## src/rtl/gwb_pkg.sv

```systemverilog
package gwb_pkg;
  typedef enum logic [1:0] {
    SEL_RAW  = 2'd0,
    SEL_FIX  = 2'd1,
    SEL_VAR  = 2'd2,
    SEL_RAW2 = 2'd3
  } sel_e;

  // evenly spaced default edge k of n across a dw-bit full scale
  function automatic int dflt_bnd(input int k, input int dw, input int n);
    return (((2 ** dw) - 1) * k) / n;
  endfunction
endpackage

```

## src/rtl/gwb_limit_regs.sv

```systemverilog
module gwb_limit_regs
  import gwb_pkg::*;
#(
  parameter int DW   = 8,
  parameter int NFIX = 5,
  parameter int AW   = 3
) (
  input  logic                     clk,
  input  logic                     rst,
  input  logic                     cfg_we_i,
  input  logic [AW-1:0]            cfg_addr_i,
  input  logic [DW-1:0]            cfg_data_i,
  output logic [NFIX:0][DW-1:0]    bnd_o,
  output logic [DW-1:0]            var_lo_o,
  output logic [DW-1:0]            var_hi_o
);
  localparam logic [AW-1:0] VLO_ADDR = AW'(NFIX + 1);
  localparam logic [AW-1:0] VHI_ADDR = AW'(NFIX + 2);

  logic [NFIX:0][DW-1:0] bnd_q;
  logic [DW-1:0]         vlo_q, vhi_q;

  always_ff @(posedge clk) begin
    if (rst) begin
      for (int k = 0; k <= NFIX; k++) bnd_q[k] <= DW'(dflt_bnd(k, DW, NFIX));
      vlo_q <= '0;
      vhi_q <= '1;
    end else if (cfg_we_i) begin
      for (int k = 0; k <= NFIX; k++)
        if (cfg_addr_i == AW'(k)) bnd_q[k] <= cfg_data_i;
      if (cfg_addr_i == VLO_ADDR) vlo_q <= cfg_data_i;
      if (cfg_addr_i == VHI_ADDR) vhi_q <= cfg_data_i;
    end
  end

  assign bnd_o    = bnd_q;
  assign var_hi_o = vhi_q;
  // lower limit never allowed above the upper one
  assign var_lo_o = (vlo_q > vhi_q) ? vhi_q : vlo_q;

  a_r5_lo_not_above_hi: assert property (@(posedge clk) disable iff (rst)
    var_lo_o <= var_hi_o);
endmodule

```

## src/rtl/gwb_window.sv

```systemverilog
module gwb_window #(
  parameter int DW = 8
) (
  input  logic [DW-1:0] smp_i,
  input  logic [DW-1:0] lo_i,
  input  logic [DW-1:0] hi_i,
  output logic          hit_o
);
  // closed interval
  assign hit_o = (smp_i >= lo_i) && (smp_i <= hi_i);
endmodule

```

## src/rtl/gwb_route.sv

```systemverilog
module gwb_route
  import gwb_pkg::*;
#(
  parameter int DW   = 8,
  parameter int NFIX = 5
) (
  input  logic            clk,
  input  logic            rst,
  input  logic [DW-1:0]   smp_i,
  input  sel_e            sel_i,
  input  logic [NFIX-1:0] en_i,
  input  logic [NFIX-1:0] fix_hit_i,
  input  logic            var_hit_i,
  output logic [DW-1:0]   disp_o,
  output logic            gate_o
);
  logic          any_fix, res;
  logic [DW-1:0] disp_d, disp_q;
  logic          gate_q, past_ok;

  always_comb begin
    any_fix = |(fix_hit_i & en_i);
    res     = (sel_i == SEL_FIX) ? any_fix : var_hit_i;
    if (sel_i == SEL_RAW || sel_i == SEL_RAW2) disp_d = smp_i;
    else                                       disp_d = {DW{res}};
  end

  always_ff @(posedge clk) begin
    if (rst) begin
      disp_q  <= '0;
      gate_q  <= 1'b0;
      past_ok <= 1'b0;
    end else begin
      disp_q  <= disp_d;
      gate_q  <= var_hit_i;
      past_ok <= 1'b1;
    end
  end

  assign disp_o = disp_q;
  assign gate_o = gate_q;

  a_r9_raw_latency: assert property (@(posedge clk) disable iff (rst)
    (past_ok && $past(sel_i) == SEL_RAW) |-> disp_o == $past(smp_i));
  a_r8_two_levels: assert property (@(posedge clk) disable iff (rst)
    (past_ok && $past(sel_i) != SEL_RAW && $past(sel_i) != SEL_RAW2)
      |-> (disp_o == '0 || disp_o == '1));
  a_r4_masked_black: assert property (@(posedge clk) disable iff (rst)
    (past_ok && $past(sel_i) == SEL_FIX && $past(fix_hit_i & en_i) == '0)
      |-> disp_o == '0);
  a_r6_gate_follow: assert property (@(posedge clk) disable iff (rst)
    past_ok |-> gate_o == $past(var_hit_i));
endmodule

```

## src/rtl/gray_window_bank.sv

```systemverilog
module gray_window_bank
  import gwb_pkg::*;
#(
  parameter int DW   = 8,
  parameter int NFIX = 5
) (
  input  logic                          clk,
  input  logic                          rst,
  input  logic [DW-1:0]                 smp_i,
  input  logic [NFIX-1:0]               win_en_i,
  input  logic [1:0]                    fsel_i,
  input  logic                          cfg_we_i,
  input  logic [$clog2(NFIX+3)-1:0]     cfg_addr_i,
  input  logic [DW-1:0]                 cfg_data_i,
  output logic [DW-1:0]                 disp_o,
  output logic                          gate_o
);
  localparam int AW = $clog2(NFIX + 3);

  logic [NFIX:0][DW-1:0] bnd;
  logic [DW-1:0]         var_lo, var_hi;
  logic [NFIX-1:0]       fix_hit;
  logic                  var_hit;

  gwb_limit_regs #(.DW(DW), .NFIX(NFIX), .AW(AW)) u_regs (
    .clk        (clk),
    .rst        (rst),
    .cfg_we_i   (cfg_we_i),
    .cfg_addr_i (cfg_addr_i),
    .cfg_data_i (cfg_data_i),
    .bnd_o      (bnd),
    .var_lo_o   (var_lo),
    .var_hi_o   (var_hi)
  );

  // window k uses edges k and k+1, shared with its neighbours
  for (genvar k = 0; k < NFIX; k++) begin : g_fix
    gwb_window #(.DW(DW)) u_win (
      .smp_i (smp_i),
      .lo_i  (bnd[k]),
      .hi_i  (bnd[k+1]),
      .hit_o (fix_hit[k])
    );
  end

  gwb_window #(.DW(DW)) u_var (
    .smp_i (smp_i),
    .lo_i  (var_lo),
    .hi_i  (var_hi),
    .hit_o (var_hit)
  );

  gwb_route #(.DW(DW), .NFIX(NFIX)) u_route (
    .clk       (clk),
    .rst       (rst),
    .smp_i     (smp_i),
    .sel_i     (sel_e'(fsel_i)),
    .en_i      (win_en_i),
    .fix_hit_i (fix_hit),
    .var_hit_i (var_hit),
    .disp_o    (disp_o),
    .gate_o    (gate_o)
  );
endmodule

```

## config.mk

```make
export PLATFORM = sky130hd
export DESIGN_NAME = gray_window_bank
export DESIGN_NICKNAME = d
export VERILOG_FILES = /design/src/rtl/gwb_pkg.sv /design/src/rtl/gwb_limit_regs.sv /design/src/rtl/gwb_window.sv /design/src/rtl/gwb_route.sv /design/src/rtl/gray_window_bank.sv
export SDC_FILE = /design/constraint.sdc
export NUM_CORES = 1
export LEC_CHECK = 0
export BUFFER_PORTS_ARGS = -buffer_cell sky130_fd_sc_hd__buf_2
export CAP_MARGIN = 10
export CORE_AREA = 5 5 101 103
export CTS_BUF_LIST = sky130_fd_sc_hd__clkbuf_4 sky130_fd_sc_hd__clkbuf_8
export DETAILED_ROUTE_END_ITERATION = 7
export DIE_AREA = 0 0 106 108
export PLACE_DENSITY = 0.68
export SYNTH_ARGS = -nofsm -noshare
export SYNTH_HDL_FRONTEND = slang
export SYNTH_SLANG_ARGS = --single-unit
export TNS_END_PERCENT = 100
```

## constraint.sdc

```tcl
create_clock -name clk -period 3.6 [get_ports clk]
set_clock_uncertainty 0.1 [all_clocks]
set_input_delay 0.18 -clock clk [delete_from_list [all_inputs] [get_ports clk]]
set_output_delay 0.18 -clock clk [all_outputs]
set_load 0.01 [all_outputs]
```

==> results.cfg, run 1 <==
[timing]
slew_headroom_pct = 35.8
fmax_ghz = 0.285
rsz0062_at_grt = true
tightest_slew_ns = 0.959
slew_violations = 0
hold_viol_final = 0
fin_crit_sh_pct = 97.5
finalWorstSetupSlack_ns = 0.0897
setup_viol = 0
period_minus_slack_ns = 3.51

[worst_setup_path]
critical_path_class = reg2reg
arrival_ns = 3.65
cp.required_ns = 3.74
critPathMostFrequentCell = o21a_1
crit_path_end_kind = flip-flop
start_kind = flip-flop
slowest_stage = a2111o_1
r2r_cells = 17
max_stage_delay_ns = 0.36
crit_fanout = 8
path_cells = inv_2 > ha_4 > nor2b_4 > o21a_1 > o21a_1 > o21a_1 > o21bai_2 > a22oi_4 > mux2_4 > ha_4 > nand2b_4 > a31oi_1 > o21ai_1 > a2111o_1 > and3_4 > o221ai_4 > nand2_1

[final_layout]
n_antenna_cell = 0
fin_nets = 682
postLayoutCoreUtil_pct = 56.0
syn_to_final_growth_pct = 12.2
num-fill-cells = 849
layout-drive-gt1-share_pct = 13.3

[floorplan]
die_area_um2 = 11400
fp.dieW_um = 106
start_util_pct = 49.9
io_pins = 38
coreArea_um2 = 9110
die_h_um = 108
row_count = 35

[routing]
avgViaCountPerCell = 5.51
vias = 3835
antenna_left = 0
routed_wl_um = 11100
drtPass1Iterations = 5
drc = 0
wl_per_cell_um = 16.0
drt_iter0_markers = 144

[synth]
yosysUniqueCellTypes = 47
seq_area_frac_synth_pct = 32.2
ys_ff_latch = 73
synthFlopType = dfxtp_1
synth_area_leaders = dfxtp_1, ha_1, nand2_1, a21oi_1, a211o_1
synthesis.area_um2 = 4540
synth_top_area_share_pct = 32.2
synth_cells = 547
yosys_warnings = 0
synth_top_cell_by_area = dfxtp_1
async_reset_ff_share_pct = 0
synth_fp_nets = 649
synth_edf_count = 0
syn_avg_cell_area_um2 = 8.31

[power]
power.total_mw = 1.82
p_leak_nw = 2.34
vdd.ir_drop.worst_mv = 0.265
cellPowerDensity_nw_per_um2 = 357

[hold_path]
min_path_cells = 3
hp-class = in2reg

[global_route]
grt_pass1_wl_um = 18100
gr-total-overflow = 0
antenna_found_initial = 0
grt_pass1_vias = 3676
track_usage_pct = 20.3
grt_max_degree = 65

[clock_tree]
cts_buffers = 9
clk_pin_slew_ns = 0.08
root_buffer = clkbuf_8
h-tree-depth = 3
cts_buffer_depth = 2
cts_sinks = 73
cts_tree = yes
insertion_delay_ns = 0.35

[run_status]
outcome = finished clean

[placement]
hpwl_um = 8000
place.gp.congestion = 0.911
io_buffer_count = 37
post-place-ws_ns = -0.0875

[flow_run]
cap_viol_max_count = 0
==> final timing paths <==
check	from	endpoint	slack, ns
worst max-delay path	u_regs.var_hi_o[1]	u_route.disp_o[0]	0.09
worst min-delay path	cfg_data_i[0]	u_regs.vlo_q[0]	0.08
worst max register to register	u_regs.var_hi_o[1]	u_route.disp_o[0]	0.09
worst min register to register	u_regs.bnd_o[5]	u_regs.bnd_o[5]	0.36
==> registers in the layout (all words and copies together) (netlist names) <==
name,count
u_route.gate_o,1
u_route.disp_o,8
u_regs.vlo_q,8
u_regs.var_hi_o,8
u_regs.bnd_o,48
==> cells in the mapped netlist (all sizes together), types with 3 or more instances <==
cell,instances
a211o,25
nor2,48
a21o,3
nand2,87
o21ai,13
dfxtp,73
nor2b,9
a21oi,44
nor3,3
nand3b,8
buf,3
o21a,5
nand4,11
clkbuf,20
or2b,3
and4,5
nand2b,6
mux2i,19
ha,73
inv,57
==> where the power goes <==
| part | leakage (nW) | internal (mW) | total (mW) | switching, mW |
|---|---|---|---|---|
| combinational | 1.65 | 0.120 | 0.301 | 0.180 |
| sequential | 0.595 | 0.839 | 0.851 | 0.0124 |
| clock | 0.0949 | 0.340 | 0.667 | 0.327 |
| total | 2.34 | 1.30 | 1.82 | 0.520 |
==> area by class of cell <==
type                    instances  area, um2  share of cell area, %
repair buffers                 45        254                   4.98
multi-input cells             394       2820                   55.4
clock inverters                 6       66.3                   1.30
clock buffers                  10        138                   2.70
inverters                      57        214                   4.20
flip-flops and latches         73       1460                   28.7
well taps                     111        139                   2.72
==> metrics by stage <==
stage	std cells	setup TNS [ns]	hold slack (ns)	area, um2
floorplan	547	0	0.187	4550
global placement	678	-0.110	0.302	4820
detailed placement	678	-0.666	0.308	4820
CTS	696	0	0.0657	5050
global route	696	-0.484	0.0695	5100
finish	696	0	0.0790	5100
==> layout by cell type, fill, tap and decap left out, drive strengths merged, types with 3 or more instances in the layout <==
cell type,instances
nand2,87
ha,73
dfxtp,73
inv,58
nor2,48
a21oi,44
buf,43
a211o,25
mux2i,19
o21ai,13
nand4,11
clkbuf,10
nor2b,9
nand3b,8
nand2b,6
o21a,5
and4,5
a21o,3
nor3,3
clkinvlp,3
or2b,3
==> routing by layer <==
metal  global-route usage [%]  part of all wire, %
met5                        0                    0
met1                     25.4                   47
met4                     5.55                  1.9
met2                     35.9                   48
met3                     3.82                  3.3
==> critical path: cells and delay by family, from the launching register on <==
family                   cells  cell delay (ns)
AO/OA/AOI/OAI                9             1.67
AND/OR/NAND/NOR              4             0.49
adder cells (fa/ha/maj)      2             0.41
flip-flops                   1             0.34
multiplexers                 1             0.33
buffers and inverters        1             0.04
==> kinds of logic (layout without fill, tap and decap cells) <==
logic type	Yosys count	in the layout	share of synthesized area, %
and+or+nand+nor	189	189	19.2
AOI/OAI and AO/OA	112	112	17.2
buffers and inverters	80	118	6.83
adders and majority gates	73	73	20.1
DFF	73	73	32.2
muxes	20	20	4.43
==> timing repair <==
| action | in CTS | in global routing |
|---|---|---|
| buffers inserted | 0 | 0 |
| hold endpoints to repair | 2 | 0 |
| hold buffers | 2 | 0 |
| gates resized for setup | 2 | 8 |
| endpoints found under the setup margin | 8 | 8 |
| pin swaps | 2 | 14 |
No activity file was read; power rests on OpenSTA's default activity.
==> run 2, diff against run 1 <==
Settings changed: CORE_AREA 5 5 101 103 to 5 5 110 112, DIE_AREA 0 0 106 108 to 0 0 115 117, PLACE_DENSITY 0.68 to 0.67, SYNTH_HIERARCHICAL set to 1.
==> run 2 against run 1 <==
Global-route usage is 0.78 points higher. Largest power group unchanged. Worst setup slack better by 0.10 ns. Final area is 16% higher. First-iteration DRC count grew 41%. Worst hold slack improved by 0.0087 ns. Critical path depth down 2. Clock-buffer cell count is 3 higher.
==> results.cfg, run 2 <==
[floorplan]
start_util_pct = 48.9
die_h_um = 117
fp.dieW_um = 115
die_area_um2 = 13500
row_count = 39
coreArea_um2 = 11100
io_pins = 38

[synth]
synth_xor_area_share_pct = 0
synth_top_area_share_pct = 26.9
synth_area_leaders = dfxtp_1, ha_1, nand2_1, inv_1, a21oi_1
seq_area_frac_synth_pct = 26.9
synth-compound-area-share_pct = 15.5
async_reset_ff_share_pct = 0
synth_top_cell_by_area = dfxtp_1
synth.most_common_cell = nand2_1
syn_avg_cell_area_um2 = 7.94
ys_ff_latch = 73
synthesis.area_um2 = 5440
synth_top_family_by_area = adder cells
yosys_warnings = 6
synthSimpleGateAreaFrac_pct = 20.9
synth_cells = 685
yosysUniqueCellTypes = 37
ys_top_cells_by_count = nand2_1, ha_1, inv_1
synth_edf_count = 0
synthAdderAreaFrac_pct = 24.1
synthFlopType = dfxtp_1
synthMuxAreaShare_pct = 3.13
synth_fp_nets = 819

[clock_tree]
clk_pin_slew_ns = 0.08
insertion_delay_ns = 0.35
cts_buffers = 9
cts_buffer_depth = 2
root_buffer = clkbuf_8
cts_hold_buf = 0
cts_tree = yes
cts_sinks = 73
post_cts_resized = 0
h-tree-depth = 3

[final_layout]
n_antenna_cell = 0
final_cell_mix = nand2_1, inv_1, ha_1
fin_cells = 859
mostFrequentLayoutCell = nand2_1
syn_to_final_growth_pct = 8.32
layout-drive-gt1-share_pct = 12.6
largest_reg_flops = 48
fin_nets = 845
num-fill-cells = 1079

[placement]
hpwl_um = 9810
io_buffer_count = 37
post-place-cells = 843
place.gp.congestion = 0.888

[routing]
drt_iter0_markers = 203
antenna_left = 0
routed_wl_um = 13500
avgViaCountPerCell = 5.37
wl_per_cell_um = 15.7
drc = 0
drtPass1Iterations = 4
vias = 4609

[worst_setup_path]
crit_fanout = 8
path_buf_inv = 1
arrival_ns = 3.58
start_kind = flip-flop
path_cells = inv_1 > ha_1 > nor2b_1 > o211ai_1 > a21oi_2 > o22ai_4 > mux2_2 > ha_1 > nor3b_1 > o21ai_0 > a21oi_1 > a211oi_2 > o21bai_1 > a41o_2 > a21oi_1
crit_family = compound AO/OA/AOI/OAI gates
slowest_stage = mux2_2
max_stage_delay_ns = 0.39
cp.required_ns = 3.77
crit_path_end_kind = flip-flop
critical_path_class = reg2reg

[timing]
rsz0062_at_grt = false
period_minus_slack_ns = 3.41
fin_crit_sh_pct = 94.7
hold_viol_final = 0
fmax_ghz = 0.293
tightest_slew_ns = 0.955
setup_viol = 0
slew_headroom_pct = 36.0
slew_violations = 0
finalSetupTns_ns = 0

[hold_path]
hp-class = in2reg

[power]
cellPowerDensity_nw_per_um2 = 320
p_leak_nw = 2.97
vdd.ir_drop.worst_mv = 0.218

[global_route]
grt_pass1_vias = 4559
grt_pass1_wl_um = 22200
grt_max_degree = 52
antenna_found_initial = 0
gr-total-overflow = 0
track_usage_pct = 21.1

[flow_run]
cap_viol_max_count = 0

[run_status]
outcome = finished clean
run 2: area by class of cell:
| cell class | count | area [um2] | share of cell area (%) |
|---|---|---|---|
| Timing Repair Buffer | 38 | 193 | 3.27 |
| Inverter | 105 | 394 | 6.69 |
| Clock inverter | 3 | 40.0 | 0.679 |
| Clock buffer | 13 | 160 | 2.72 |
| Multi-Input combinational cell | 484 | 3470 | 58.8 |
| Tap cell | 143 | 179 | 3.04 |
| Sequential cell | 73 | 1460 | 24.8 |
run 2: path summary, 6_finish.rpt:
kind                            slack, ns                from                end  depth (start not counted)
worst max-delay path                 0.19  u_regs/var_hi_o[1]  u_route/disp_o[1]                         15
worst min register to register       0.36     u_regs/bnd_o[1]    u_regs/bnd_o[1]                          2
worst max register to register       0.19  u_regs/var_hi_o[1]  u_route/disp_o[1]                         15
worst min-delay path                 0.09       cfg_data_i[0]    u_regs/bnd_o[0]                          3
run 2: logic make-up (layout without fill, tap and decap cells):
logic type,after synthesis,in the layout
and+or+nand+nor,226,226
AOI/OAI and AO/OA,137,137
buffers and inverters,128,159
adders and majority gates,105,105
DFF,73,73
muxes,16,16
run 2: power breakdown:
part           switching (mW)  leakage [nW]  internal, mW  total [mW]
clock network           0.305         0.108         0.361       0.666
registers              0.0184         0.595         0.838       0.857
logic                   0.224          2.27         0.141       0.365
total                   0.548          2.97          1.34        1.89
run 2: tightest hold or removal path: stages:
cell and delay, ns:
buf_2 0.18, nand2_1 0.08, a21oi_1 0.05
run 2: per-stage QoR:
stage	utilization (%)	power (mW)	hold slack (ns)	worst slack [ns]	area [um2]
finish	53.0	1.89	0.0877	0.190	5890
global route	53.0	2.00	0.0764	0.0147	5890
CTS	53.0	1.91	0.0724	0.144	5890
detailed placement	51.2	1.24	0.347	0.178	5690
global placement	51.2	1.22	0.345	0.294	5690
floorplan	-	1.12	0.220	0.563	5440
run 2: timing repair:
action	CTS	global route
endpoints found under the setup margin	0	2
setup buffers	0	0
endpoints found under the hold margin	0	0
run 2: metal layers:
metal / share of wire, % / global-route usage, % / vias to the layer above / routed length (um)
li1: - / - / 2347 / -
met4: 0.87 / 4.85 / 0 / 118
met5: 0 / 0 / - / 0
met1: 46 / 27.5 / 2157 / 6270
met3: 4.8 / 3.96 / 11 / 650
met2: 48 / 36.2 / 94 / 6480
